--- config.mk ---
export PLATFORM = sky130hd
export DESIGN_NAME = idiv_unit
export DESIGN_NICKNAME = d
export VERILOG_FILES = /design/src/rtl/idiv_pkg.sv /design/src/rtl/idiv_prep.sv /design/src/rtl/idiv_step.sv /design/src/rtl/idiv_unit.sv
export SDC_FILE = /design/constraint.sdc
export NUM_CORES = 1
export LEC_CHECK = 0
export BUFFER_PORTS_ARGS = -buffer_cell sky130_fd_sc_hd__clkbuf_2
export CAP_MARGIN = 20
export CORE_MARGIN = 2
export CORE_UTILIZATION = 25
export DETAILED_ROUTE_END_ITERATION = 10
export HOLD_SLACK_MARGIN = 0.08
export PLACE_DENSITY_LB_ADDON = 0.3
export SLEW_MARGIN = 5
export SYNTH_ARGS = -nofsm -noshare
export SYNTH_HDL_FRONTEND = slang
export SYNTH_HIERARCHICAL = 1
export SYNTH_SLANG_ARGS = --single-unit
--- constraint.sdc ---
create_clock -name clk -period 11.4 [get_ports clk]
set_input_delay 1.14 -clock clk [delete_from_list [all_inputs] [get_ports clk]]
set_output_delay 1.14 -clock clk [all_outputs]
set_load 0.005 [all_outputs]
--- src/rtl/idiv_pkg.sv ---
package idiv_pkg;

    typedef enum logic [0:0] {
        DV_IDLE = 1'b0,
        DV_RUN  = 1'b1
    } dv_phase_e;

endpackage

--- src/rtl/idiv_prep.sv ---
// Start-time operand conditioning: magnitudes, result sign, bypass detect.
module idiv_prep #(
    parameter int W = 32
) (
    input  logic [W-1:0] a,
    input  logic [W-1:0] b,
    input  logic         sgn,
    output logic [W-1:0] mag_a,
    output logic [W-1:0] mag_b,
    output logic         neg,
    output logic         bypass
);
    localparam logic [W-1:0] MOST_NEG = {1'b1, {(W-1){1'b0}}};
    localparam logic [W-1:0] ALL_ONES = {W{1'b1}};

    logic a_neg;
    logic b_neg;

    always_comb begin
        a_neg  = sgn & a[W-1];
        b_neg  = sgn & b[W-1];
        mag_a  = a_neg ? (~a + 1'b1) : a;
        mag_b  = b_neg ? (~b + 1'b1) : b;
        neg    = a_neg ^ b_neg;
        bypass = (b == '0) | (sgn & (a == MOST_NEG) & (b == ALL_ONES));
    end
endmodule

--- src/rtl/idiv_step.sv ---
// One restoring shift-subtract iteration.
module idiv_step #(
    parameter int W = 32
) (
    input  logic [W-1:0] rem_i,
    input  logic [W-1:0] quo_i,
    input  logic [W-1:0] dvs_i,
    output logic [W-1:0] rem_o,
    output logic [W-1:0] quo_o
);
    logic [W:0] shifted;
    logic [W:0] trial;

    always_comb begin
        shifted = {rem_i, quo_i[W-1]};
        trial   = shifted - {1'b0, dvs_i};
        if (!trial[W]) begin
            rem_o = trial[W-1:0];
            quo_o = {quo_i[W-2:0], 1'b1};
        end else begin
            rem_o = shifted[W-1:0];
            quo_o = {quo_i[W-2:0], 1'b0};
        end
    end
endmodule

--- src/rtl/idiv_unit.sv ---
module idiv_unit
    import idiv_pkg::*;
#(
    parameter int W  = 32,
    parameter int IW = 5
) (
    input  logic          clk,
    input  logic          rst_n,
    input  logic          start,
    input  logic          is_signed,
    input  logic [W-1:0]  dividend,
    input  logic [W-1:0]  divisor,
    input  logic [IW-1:0] dest_idx,
    output logic          busy,
    output logic          done,
    output logic [W-1:0]  quotient,
    output logic          wr_en,
    output logic [IW-1:0] wr_idx
);
    localparam int CW = $clog2(W + 1);

    typedef struct packed {
        dv_phase_e     phase;
        logic [CW-1:0] cnt;
        logic [W-1:0]  rem;
        logic [W-1:0]  quo;
        logic [W-1:0]  dvs;
        logic          neg;
        logic [IW-1:0] dest;
        logic          done;
        logic [W-1:0]  res;
        logic          wr;
    } st_t;

    localparam st_t ST_RESET = '{phase: DV_IDLE, default: '0};

    st_t st_d, st_q;

    logic [W-1:0] mag_a, mag_b;
    logic         neg_s, bypass_s;
    logic [W-1:0] step_rem, step_quo;

    idiv_prep #(.W(W)) u_prep (
        .a      (dividend),
        .b      (divisor),
        .sgn    (is_signed),
        .mag_a  (mag_a),
        .mag_b  (mag_b),
        .neg    (neg_s),
        .bypass (bypass_s)
    );

    idiv_step #(.W(W)) u_step (
        .rem_i (st_q.rem),
        .quo_i (st_q.quo),
        .dvs_i (st_q.dvs),
        .rem_o (step_rem),
        .quo_o (step_quo)
    );

    always_comb begin
        st_d      = st_q;
        st_d.done = 1'b0;
        st_d.wr   = 1'b0;
        case (st_q.phase)
            DV_IDLE: begin
                if (start) begin
                    st_d.dest = dest_idx;
                    if (bypass_s) begin
                        st_d.done = 1'b1;
                        st_d.res  = dividend;
                        st_d.wr   = (dest_idx != '0);
                    end else begin
                        st_d.phase = DV_RUN;
                        st_d.cnt   = CW'(W);
                        st_d.rem   = '0;
                        st_d.quo   = mag_a;
                        st_d.dvs   = mag_b;
                        st_d.neg   = neg_s;
                    end
                end
            end
            DV_RUN: begin
                st_d.rem = step_rem;
                st_d.quo = step_quo;
                st_d.cnt = st_q.cnt - 1'b1;
                if (st_q.cnt == CW'(1)) begin
                    st_d.phase = DV_IDLE;
                    st_d.done  = 1'b1;
                    st_d.res   = st_q.neg ? (~step_quo + 1'b1) : step_quo;
                    st_d.wr    = (st_q.dest != '0);
                end
            end
            default: st_d = ST_RESET;
        endcase
    end

    always_ff @(posedge clk or negedge rst_n) begin
        if (!rst_n) st_q <= ST_RESET;
        else        st_q <= st_d;
    end

    assign busy     = (st_q.phase == DV_RUN);
    assign done     = st_q.done;
    assign quotient = st_q.res;
    assign wr_en    = st_q.wr;
    assign wr_idx   = st_q.dest;

    AST_ZERO_DIV_BYPASS: assert property (@(posedge clk) disable iff (!rst_n)
        (start && !busy && divisor == '0) |=> (done && quotient == $past(dividend)));
    AST_OVF_PAIR: assert property (@(posedge clk) disable iff (!rst_n)
        (start && !busy && is_signed && dividend == {1'b1, {(W-1){1'b0}}} && divisor == {W{1'b1}})
        |=> (done && quotient == {1'b1, {(W-1){1'b0}}}));
    AST_DONE_NOT_BUSY: assert property (@(posedge clk) disable iff (!rst_n)
        done |-> !busy);
    AST_DONE_STROBE: assert property (@(posedge clk) disable iff (!rst_n)
        done |=> (!done || $past(start)));
    AST_NO_WRITE_R0: assert property (@(posedge clk) disable iff (!rst_n)
        (wr_idx == '0) |-> !wr_en);
    AST_BUSY_HOLDS_DEST: assert property (@(posedge clk) disable iff (!rst_n)
        busy |=> $stable(wr_idx));
endmodule

==> results of run 1 <==
==> metrics by stage <==
| step | setup WS (ps) | power (mW) |
|---|---|---|
| 3_5_place_dp | 6341 | 3.450 |
| 5_1_grt | 5981 | 4.419 |
| 6_report | 6302 | 4.040 |
| 4_1_cts | 6310 | 4.066 |
| 3_3_place_gp | 6066 | 3.435 |
| 2_1_floorplan | 7144 | 3.143 |
==> cells in the mapped netlist, types with 5 or more instances <==
master	n	share of area, %
sky130_fd_sc_hd__xnor2_1	39	3.1
sky130_fd_sc_hd__a21oi_1	47	2.1
sky130_fd_sc_hd__a22o_1	8	0.63
sky130_fd_sc_hd__xor2_1	62	4.9
sky130_fd_sc_hd__buf_4	76	5.1
sky130_fd_sc_hd__buf_6	6	0.61
sky130_fd_sc_hd__nand4_1	21	1.2
sky130_fd_sc_hd__a22oi_1	18	1.2
sky130_fd_sc_hd__a31oi_1	26	1.5
sky130_fd_sc_hd__nand3_1	33	1.5
sky130_fd_sc_hd__clkbuf_1	43	1.4
sky130_fd_sc_hd__nor4_1	18	1.0
sky130_fd_sc_hd__ha_1	38	4.3
sky130_fd_sc_hd__and3_1	5	0.28
sky130_fd_sc_hd__buf_2	7	0.31
sky130_fd_sc_hd__o31ai_1	12	0.81
sky130_fd_sc_hd__or4_4	6	0.61
sky130_fd_sc_hd__nand2_1	242	8.2
sky130_fd_sc_hd__nand3b_1	5	0.34
sky130_fd_sc_hd__o41ai_1	5	0.39
sky130_fd_sc_hd__nor3_1	25	1.1
sky130_fd_sc_hd__nor2b_1	13	0.73
sky130_fd_sc_hd__dfrtp_1	143	32
sky130_fd_sc_hd__mux2i_1	42	3.8
sky130_fd_sc_hd__inv_1	53	1.8
sky130_fd_sc_hd__nor2_1	47	1.6
sky130_fd_sc_hd__or4_1	7	0.47
sky130_fd_sc_hd__mux2_2	10	1.0
sky130_fd_sc_hd__o21a_1	7	0.47
sky130_fd_sc_hd__mux2_4	19	2.6
sky130_fd_sc_hd__o21ai_0	113	5.1
sky130_fd_sc_hd__or3_1	9	0.51
sky130_fd_sc_hd__o211ai_1	7	0.47
sky130_fd_sc_hd__a21o_1	17	1.1
==> routing by layer <==
layer / vias to the layer above / GRT usage [%]
li1: 4593 / -
met1: 4556 / 18.88
met2: 193 / 23.37
met3: 37 / 2.534
met4: 2 / 5.586
met5: - / 0
==> logic make-up after synthesis <==
| kind of cell | Yosys count | synth area share (%) |
|---|---|---|
| AND/OR/NAND/NOR | 471 | 20.89 |
| AO/OA/AOI/OAI | 299 | 16.89 |
| buffers and inverters | 192 | 10.15 |
| flip-flops | 143 | 32.13 |
| XOR/XNOR | 101 | 7.944 |
| multiplexers | 72 | 7.551 |
| adder cells (fa/ha/maj) | 39 | 4.449 |
==> final cells by class <==
type	instances	area, µm²
Clock inverter	14	170.2
Timing Repair Buffer	124	659.4
Fill cell	4880	31870
Clock buffer	18	439.2
Tap cell	592	740.7
Inverter	54	210.2
Multi-Input combinational cell	982	6441
Antenna cell	3	7.507
Sequential cell	143	3582
==> worst min-delay path: cells and delay by family (launching register included) <==
kind             cells  cell delay (ps)
AND/OR/NAND/NOR      2              100
flip-flops           1              340
==> power breakdown <==
group / total [mW] / internal (mW) / leakage (nW) / switching [mW]
logic: 2.38 / 1.14 / 3.55 / 1.25
clock network: 0.595 / 0.337 / 0.301 / 0.258
registers: 1.06 / 0.786 / 1.72 / 0.275
total: 4.04 / 2.26 / 5.57 / 1.78
==> sequential cells by signal, indices dropped and copies added, names as in the netlist <==
name	flops
wr_idx	5
busy	1
wr_en	1
st_q	103
done	1
quotient	32
==> worst min-delay path by stage <==
stage,from,end,slack (ps),depth (start not counted)
2_1_floorplan,st_q[141],st_q[141],450,1
3_3_place_gp,st_q[66],st_q[66],460,2
3_5_place_dp,st_q[54],st_q[54],460,2
4_1_cts,st_q[54],st_q[54],480,2
5_1_grt,st_q[67],st_q[67],490,2
6_report,st_q[67],st_q[67],470,2
==> load_flow_metrics.sql, run 1 <==
INSERT INTO impl_metrics (metric_group, metric, value, unit) VALUES
('outcome', 'outcome', 'completed', ''),
('logic_synthesis', 'synth_cells', '1317', ''),
('worst_setup_path', 'setup.reg_to_reg.worst_slack', '6300', 'ps'),
('route', 'dr.pass1.iters', '5', ''),
('worst_setup_path', 'critical_path_peak_fanout', '28', ''),
('cts', 'clk_transition_reported_paths', '70', 'ps'),
('sta', 'worst_rel_slew_slack', '26.19', '%'),
('floorplan', 'design.die.area', '46250', 'µm²'),
('grt', 'via_count_of_the_first_global_routing_pass', '9249', ''),
('grt', 'largest_net_degree_at_the_start_of_global_routing', '98', ''),
('cts', 'tritoncts', 'built', ''),
('sta', 'fin_skew', '15.65', 'ps'),
('worst_setup_path', 'worstSetupEndpointType', 'flip-flop', ''),
('worst_setup_path', 'critical_path_buf_inv_count', '3', ''),
('worst_setup_path', 'cp-endpoint', 'quotient[18]', ''),
('route', 'drt-vias-per-instance', '4.861', ''),
('floorplan', 'die_h', '215.1', 'µm'),
('floorplan', 'design.core.area', '44120', 'µm²'),
('floorplan', 'row_cnt', '77', ''),
('logic_synthesis', 'syn-cell-area', '11140', 'µm²'),
('cts', 'clock_insertion_delay_worst_skew', '450', 'ps'),
('route', 'wire_per_inst', '17.03', 'µm'),
('place', 'port_buffers', '112', ''),
('grt', 'grt_first_pass_wirelength', '52770', 'µm'),
('cells_and_area', 'nNetsFinal', '1434', ''),
('cts', 'post_cts_buffers', '0', ''),
('grt', 'grt.overflow.total', '0', ''),
('route', 'finalWirelength', '32870', 'µm'),
('place', 'placement.cell_area', '11630', 'µm²'),
('cells_and_area', 'final_layout_size_suffix_gt1_share', '16.85', '%'),
('sta', 'finalHoldViolCount', '0', ''),
('worst_setup_path', 'path_cells', 'inv_1 > ha_1 > fa_1 > and2b_1 > o2111ai_2 > a21oi_2 > o2111ai_1 > a211oi_2 > nor2_4 > mux2i_4 > and2_4 > inv_8 > inv_1 > ha_1 > nor3b_1 > nand4_2 > nor4_1 > mux2i_1 > o211ai_1', ''),
('cells_and_area', 'syn_to_final_growth', '10.01', '%'),
('route', 'vias', '9381', ''),
('cts', 'ctsResizeCount', '0', ''),
('logic_synthesis', 'synth.yosys.warnings', '6', ''),
('cts', 'htree_levels', '4', ''),
('sta', 'period_minus_slack', '5098', 'ps'),
('sta', 'timing_worst_slew_pin_value', '1107', 'ps'),
('power_and_ir_drop', 'power_density_cells', '329.8', 'nW/µm²'),
('sta', 'grt_setup_unrepaired', 'false', ''),
('cells_and_area', 'finalNonFillerCells', '1930', ''),
('flow_run', 'number_of_maximum_capacitance_violations', '0', ''),
('worst_setup_path', 'r2r_end', 'quotient[18]', ''),
('worst_setup_path', 'critical-path-top-delay-family', 'simple AND/OR/NAND/NOR gates', ''),
('cells_and_area', 'layout.cell_area.non_filler', '12250', 'µm²'),
('grt', 'global_route.usage.total', '14.34', '%'),
('cells_and_area', 'postLayoutCoreUtil', '27.76', '%'),
('logic_synthesis', 'yosys_most_used_dff', 'sky130_fd_sc_hd__dfrtp_1', ''),
('route', 'met2RoutedLength', '15490', 'µm'),
('worst_setup_path', 'criticalPathCategory', 'reg -> reg', ''),
('sta', 'setup_viol', '0', ''),
('logic_synthesis', 'yosys_reg_bits', '143', ''),
('worst_setup_path', 'critical_path.slowest_cell', 'sky130_fd_sc_hd__fa_1', ''),
('route', 'highest-signal-layer', 'met5', ''),
('route', 'route.antenna.remaining_nets', '0', ''),
('sta', 'timing.fmax', '0.1962', 'GHz'),
('logic_synthesis', 'synth-async-reset-ratio', '100.0', '%'),
('worst_setup_path', 'cp.arrival', '5410', 'ps'),
('worst_setup_path', 'crit_path_max_incr_delay', '410', 'ps'),
('cells_and_area', 'final_cell_mix', 'sky130_fd_sc_hd__nand2_1, sky130_fd_sc_hd__dfrtp_1, sky130_fd_sc_hd__o21ai_0, sky130_fd_sc_hd__clkbuf_2, sky130_fd_sc_hd__xor2_1', ''),
('power_and_ir_drop', 'static-leakage-power', '5.572', 'nW'),
('cts', 'clock-sinks', '143', ''),
('logic_synthesis', 'ys_types', '87', ''),
('logic_synthesis', 'syn_nets', '1429', ''),
('cts', 'holdBufCountCts', '0', ''),
('worst_setup_path', 'timing.rr.start', 'st_q[103]', ''),
('logic_synthesis', 'synthesis.area_per_instance', '8.455', 'µm²'),
('worst_setup_path', 'crit_start', 'st_q[103]', ''),
('route', 'wl_met3', '1299', 'µm'),
('grt', 'grt_antenna_before_repair', '2', '');
Power figures use the tool's default switching activity.
==> inputs of run 2 (changes only) <==
==> constraint.sdc (replaced) <==
create_clock -name clk -period 5.1 [get_ports clk]
set_input_delay 0.51 -clock clk [delete_from_list [all_inputs] [get_ports clk]]
set_output_delay 0.51 -clock clk [all_outputs]
set_load 0.005 [all_outputs]
==> run 2 against run 1 <==
Effect of this change: die area did not move; via count rose by 0.26%; clock power rose by 110%; largest cell class unchanged.
==> load_flow_metrics.sql, run 2 (same netlist as run 1, synthesis figures left out) <==
INSERT INTO impl_metrics (metric_group, metric, value, unit) VALUES
('route', 'drt-vias-per-instance', '4.865', ''),
('grt', 'global_route.usage.total', '14.25', '%'),
('floorplan', 'floorplan.initialDensity', '25.24', '%'),
('floorplan', 'design.die.area', '46250', 'µm²'),
('grt', 'gr-usage-met1', '19.33', '%'),
('cells_and_area', 'nNetsFinal', '1440', ''),
('grt', 'grt_first_pass_wirelength', '52270', 'µm'),
('sta', 'setup_tns', '0', 'ps'),
('cts', 'clockBufferDepth', '2', ''),
('power_and_ir_drop', 'power.net_switching', '3.965', 'mW'),
('grt', 'largest_net_degree_at_the_start_of_global_routing', '90', ''),
('worst_setup_path', 'worstSetupEndpointType', 'flip-flop', ''),
('cts', 'cts_made_buffers', '17', ''),
('flow_run', 'number_of_maximum_capacitance_violations', '0', ''),
('sta', 'period_minus_slack', '4740', 'ps'),
('grt', 'via_count_of_the_first_global_routing_pass', '9064', ''),
('worst_setup_path', 'cp.arrival', '5130', 'ps'),
('cts', 'clk_transition_reported_paths', '70', 'ps'),
('cells_and_area', 'layout.cell_area.non_filler', '12260', 'µm²'),
('floorplan', 'design.core.area', '44120', 'µm²'),
('floorplan', 'die_width', '215.1', 'µm'),
('route', 'route.antenna.remaining_nets', '0', ''),
('worst_setup_path', 'worst_setup_path_start_kind', 'flip-flop', ''),
('power_and_ir_drop', 'cellInternalPower', '4.989', 'mW'),
('grt', 'grt_util_met3', '2.222', '%'),
('worst_setup_path', 'criticalPathCategory', 'reg -> reg', ''),
('power_and_ir_drop', 'clock_network_fraction_of_total_power', '13.7', '%'),
('place', 'port_buffers', '112', ''),
('power_and_ir_drop', 'swShare', '44.28', '%'),
('min_path', 'hold_class', 'in -> async', ''),
('worst_setup_path', 'critPathRequiredTime', '5490', 'ps'),
('cts', 'post_cts_buffers', '0', ''),
('cells_and_area', 'final_cell_mix', 'sky130_fd_sc_hd__nand2_1, sky130_fd_sc_hd__dfrtp_1, sky130_fd_sc_hd__o21ai_0, sky130_fd_sc_hd__clkbuf_2, sky130_fd_sc_hd__xor2_1', ''),
('outcome', 'outcome', 'completed', ''),
('cells_and_area', 'syn_to_final_growth', '10.10', '%'),
('floorplan', 'row_cnt', '77', ''),
('sta', 'fin_skew', '15.73', 'ps'),
('route', 'vias', '9405', ''),
('sta', 'setup_viol', '0', ''),
('grt', 'grt_antenna_before_repair', '1', ''),
('route', 'drc', '0', ''),
('power_and_ir_drop', 'share_comb_of_total_power', '59.8', '%'),
('route', 'wire_per_inst', '16.93', 'µm'),
('sta', 'worst_rel_slew_slack', '30.68', '%'),
('worst_setup_path', 'setup.reg_to_reg.worst_slack', '360', 'ps'),
('worst_setup_path', 'critical_path_peak_fanout', '28', ''),
('cells_and_area', 'largest_register_ffs', '103', ''),
('sta', 'grt_setup_unrepaired', 'false', ''),
('grt', 'grt_util_met2', '23.28', '%'),
('place', 'place_congestion', '0.8345', ''),
('sta', 'period_share', '92.94', '%'),
('power_and_ir_drop', 'power.ir.vdd_worst', '0.4206', 'mV'),
('sta', 'timing.fmax', '0.2110', 'GHz'),
('floorplan', 'num_io_pins', '113', ''),
('power_and_ir_drop', 'static-leakage-power', '5.577', 'nW'),
('floorplan', 'die_h', '215.1', 'µm'),
('route', 'finalWirelength', '32730', 'µm'),
('cells_and_area', 'registers.top_by_ff_count', 'st_q', ''),
('place', 'dpl.hpwl', '23760', 'µm'),
('cts', 'clock_insertion_delay_worst_skew', '450', 'ps'),
('grt', 'globalRoute.busiestLayer', 'met2', ''),
('sta', 'hold_ws', '140.8', 'ps'),
('cells_and_area', 'final_layout_size_suffix_gt1_share', '17.30', '%'),
('power_and_ir_drop', 'power_density_cells', '730.3', 'nW/µm²'),
('route', 'drt-initial-drc-count', '680', ''),
('cells_and_area', 'finalNonFillerCells', '1933', ''),
('sta', 'final_slew_violations', '0', ''),
('place', 'placement.cell_area', '11690', 'µm²'),
('cts', 'clock-root-buffer', 'sky130_fd_sc_hd__clkbuf_16', ''),
('cts', 'clock-sinks', '143', ''),
('cells_and_area', 'n_antenna_cell', '0', ''),
('route', 'dr.pass1.iters', '5', ''),
('cts', 'tritoncts', 'built', ''),
('sta', 'timing_worst_slew_pin_value', '1040', 'ps'),
('sta', 'finalHoldViolCount', '0', ''),
('cells_and_area', 'layout_commonest_cell', 'sky130_fd_sc_hd__nand2_1', ''),
('cts', 'htree_levels', '4', ''),
('place', 'numPlacedInstances', '1901', ''),
('grt', 'grt.overflow.total', '0', ''),
('power_and_ir_drop', 'pwr-share-seq', '26.5', '%');
run 2: cell types whose count changed in the layout (fill, tap and decap cells not counted), moves of 2 or more:
| cell | before | now |
|---|---|---|
| sky130_fd_sc_hd__buf_4 | 11 | 17 |
| sky130_fd_sc_hd__clkinv_2 | 0 | 3 |
| sky130_fd_sc_hd__clkinvlp_4 | 0 | 2 |
| sky130_fd_sc_hd__diode_2 | 3 | 0 |
| sky130_fd_sc_hd__inv_8 | 3 | 1 |
| sky130_fd_sc_hd__nor4_1 | 18 | 16 |
| sky130_fd_sc_hd__nor4_2 | 3 | 5 |
run 2: worst paths after layout:
kind	startpoint	to	cells past startpoint
max	st_q[103]	quotient[30]	20
min	rst_n	st_q[120]	1
max reg2reg	st_q[103]	quotient[30]	20
min reg2reg	st_q[141]	st_q[141]	1
max in group asynchronous	rst_n	busy	2
min in group clk	dest_idx[0]	wr_idx[0]	2
run 2: cell type report:
type	instances	area (µm²)
flip-flops and latches	143	3582
clock buffers	18	429.2
clock inverters	14	130.1
inverters	54	210.2
multi-input cells	982	6454
well taps	592	740.7
fillers	4832	31860
repair buffers	130	714.4
run 2: power by group through the flow:
stage / registers (mW) / logic [mW] / clock network [mW]
after floorplan: 2.03 / 4.99 / 0
after global placement: 2.38 / 5.29 / 0
after detailed placement: 2.38 / 5.33 / 0
after CTS: 2.37 / 5.36 / 1.27
after global routing: 2.47 / 6.02 / 1.32
final: 2.38 / 5.35 / 1.22
run 2: metrics by stage:
| stage | util (%) | worst slack [ps] | power [mW] |
|---|---|---|---|
| 6_report | 27.79 | 360.2 | 8.954 |
| 5_1_grt | 27.79 | 13.97 | 9.813 |
| 4_1_cts | 27.76 | 273.8 | 8.999 |
| 3_5_place_dp | 26.49 | 298.3 | 7.705 |
| 3_3_place_gp | 26.49 | 416.5 | 7.669 |
| 2_1_floorplan | - | 844.0 | 7.025 |
run 2: layer usage:
metal  part of all wire (%)  up-vias  wire, µm
met3                    3.9       32      1276
met1                     47     4573     15410
met2                     47      216     15380
met4                    2.0        2       641
met5                  0.049        -        16
li1                       -     4582         -
run 2: critical path, cell delays in order (launching register included):
cell                        delay, ps
sky130_fd_sc_hd__dfrtp_1          370
sky130_fd_sc_hd__inv_1             50
sky130_fd_sc_hd__ha_1             220
sky130_fd_sc_hd__fa_1             390
sky130_fd_sc_hd__and2b_1          250
sky130_fd_sc_hd__o2111ai_2        130
sky130_fd_sc_hd__a21oi_2          240
sky130_fd_sc_hd__o2111ai_1        220
sky130_fd_sc_hd__a211oi_2         330
sky130_fd_sc_hd__nor2_4           100
sky130_fd_sc_hd__mux2i_4          240
sky130_fd_sc_hd__and2_4           240
sky130_fd_sc_hd__inv_8            240
sky130_fd_sc_hd__inv_1             90
sky130_fd_sc_hd__ha_1             230
sky130_fd_sc_hd__nor3b_1          140
sky130_fd_sc_hd__buf_4            150
sky130_fd_sc_hd__nand4_2          190
sky130_fd_sc_hd__nor3_1            90
sky130_fd_sc_hd__or4b_2           640
sky130_fd_sc_hd__nand3_1          100
run 2: repair_timing:
item                       4_1_cts  5_1_grt
setup endpoints to repair        0        6
gates resized for setup          0        2
hold buffers                     0        0
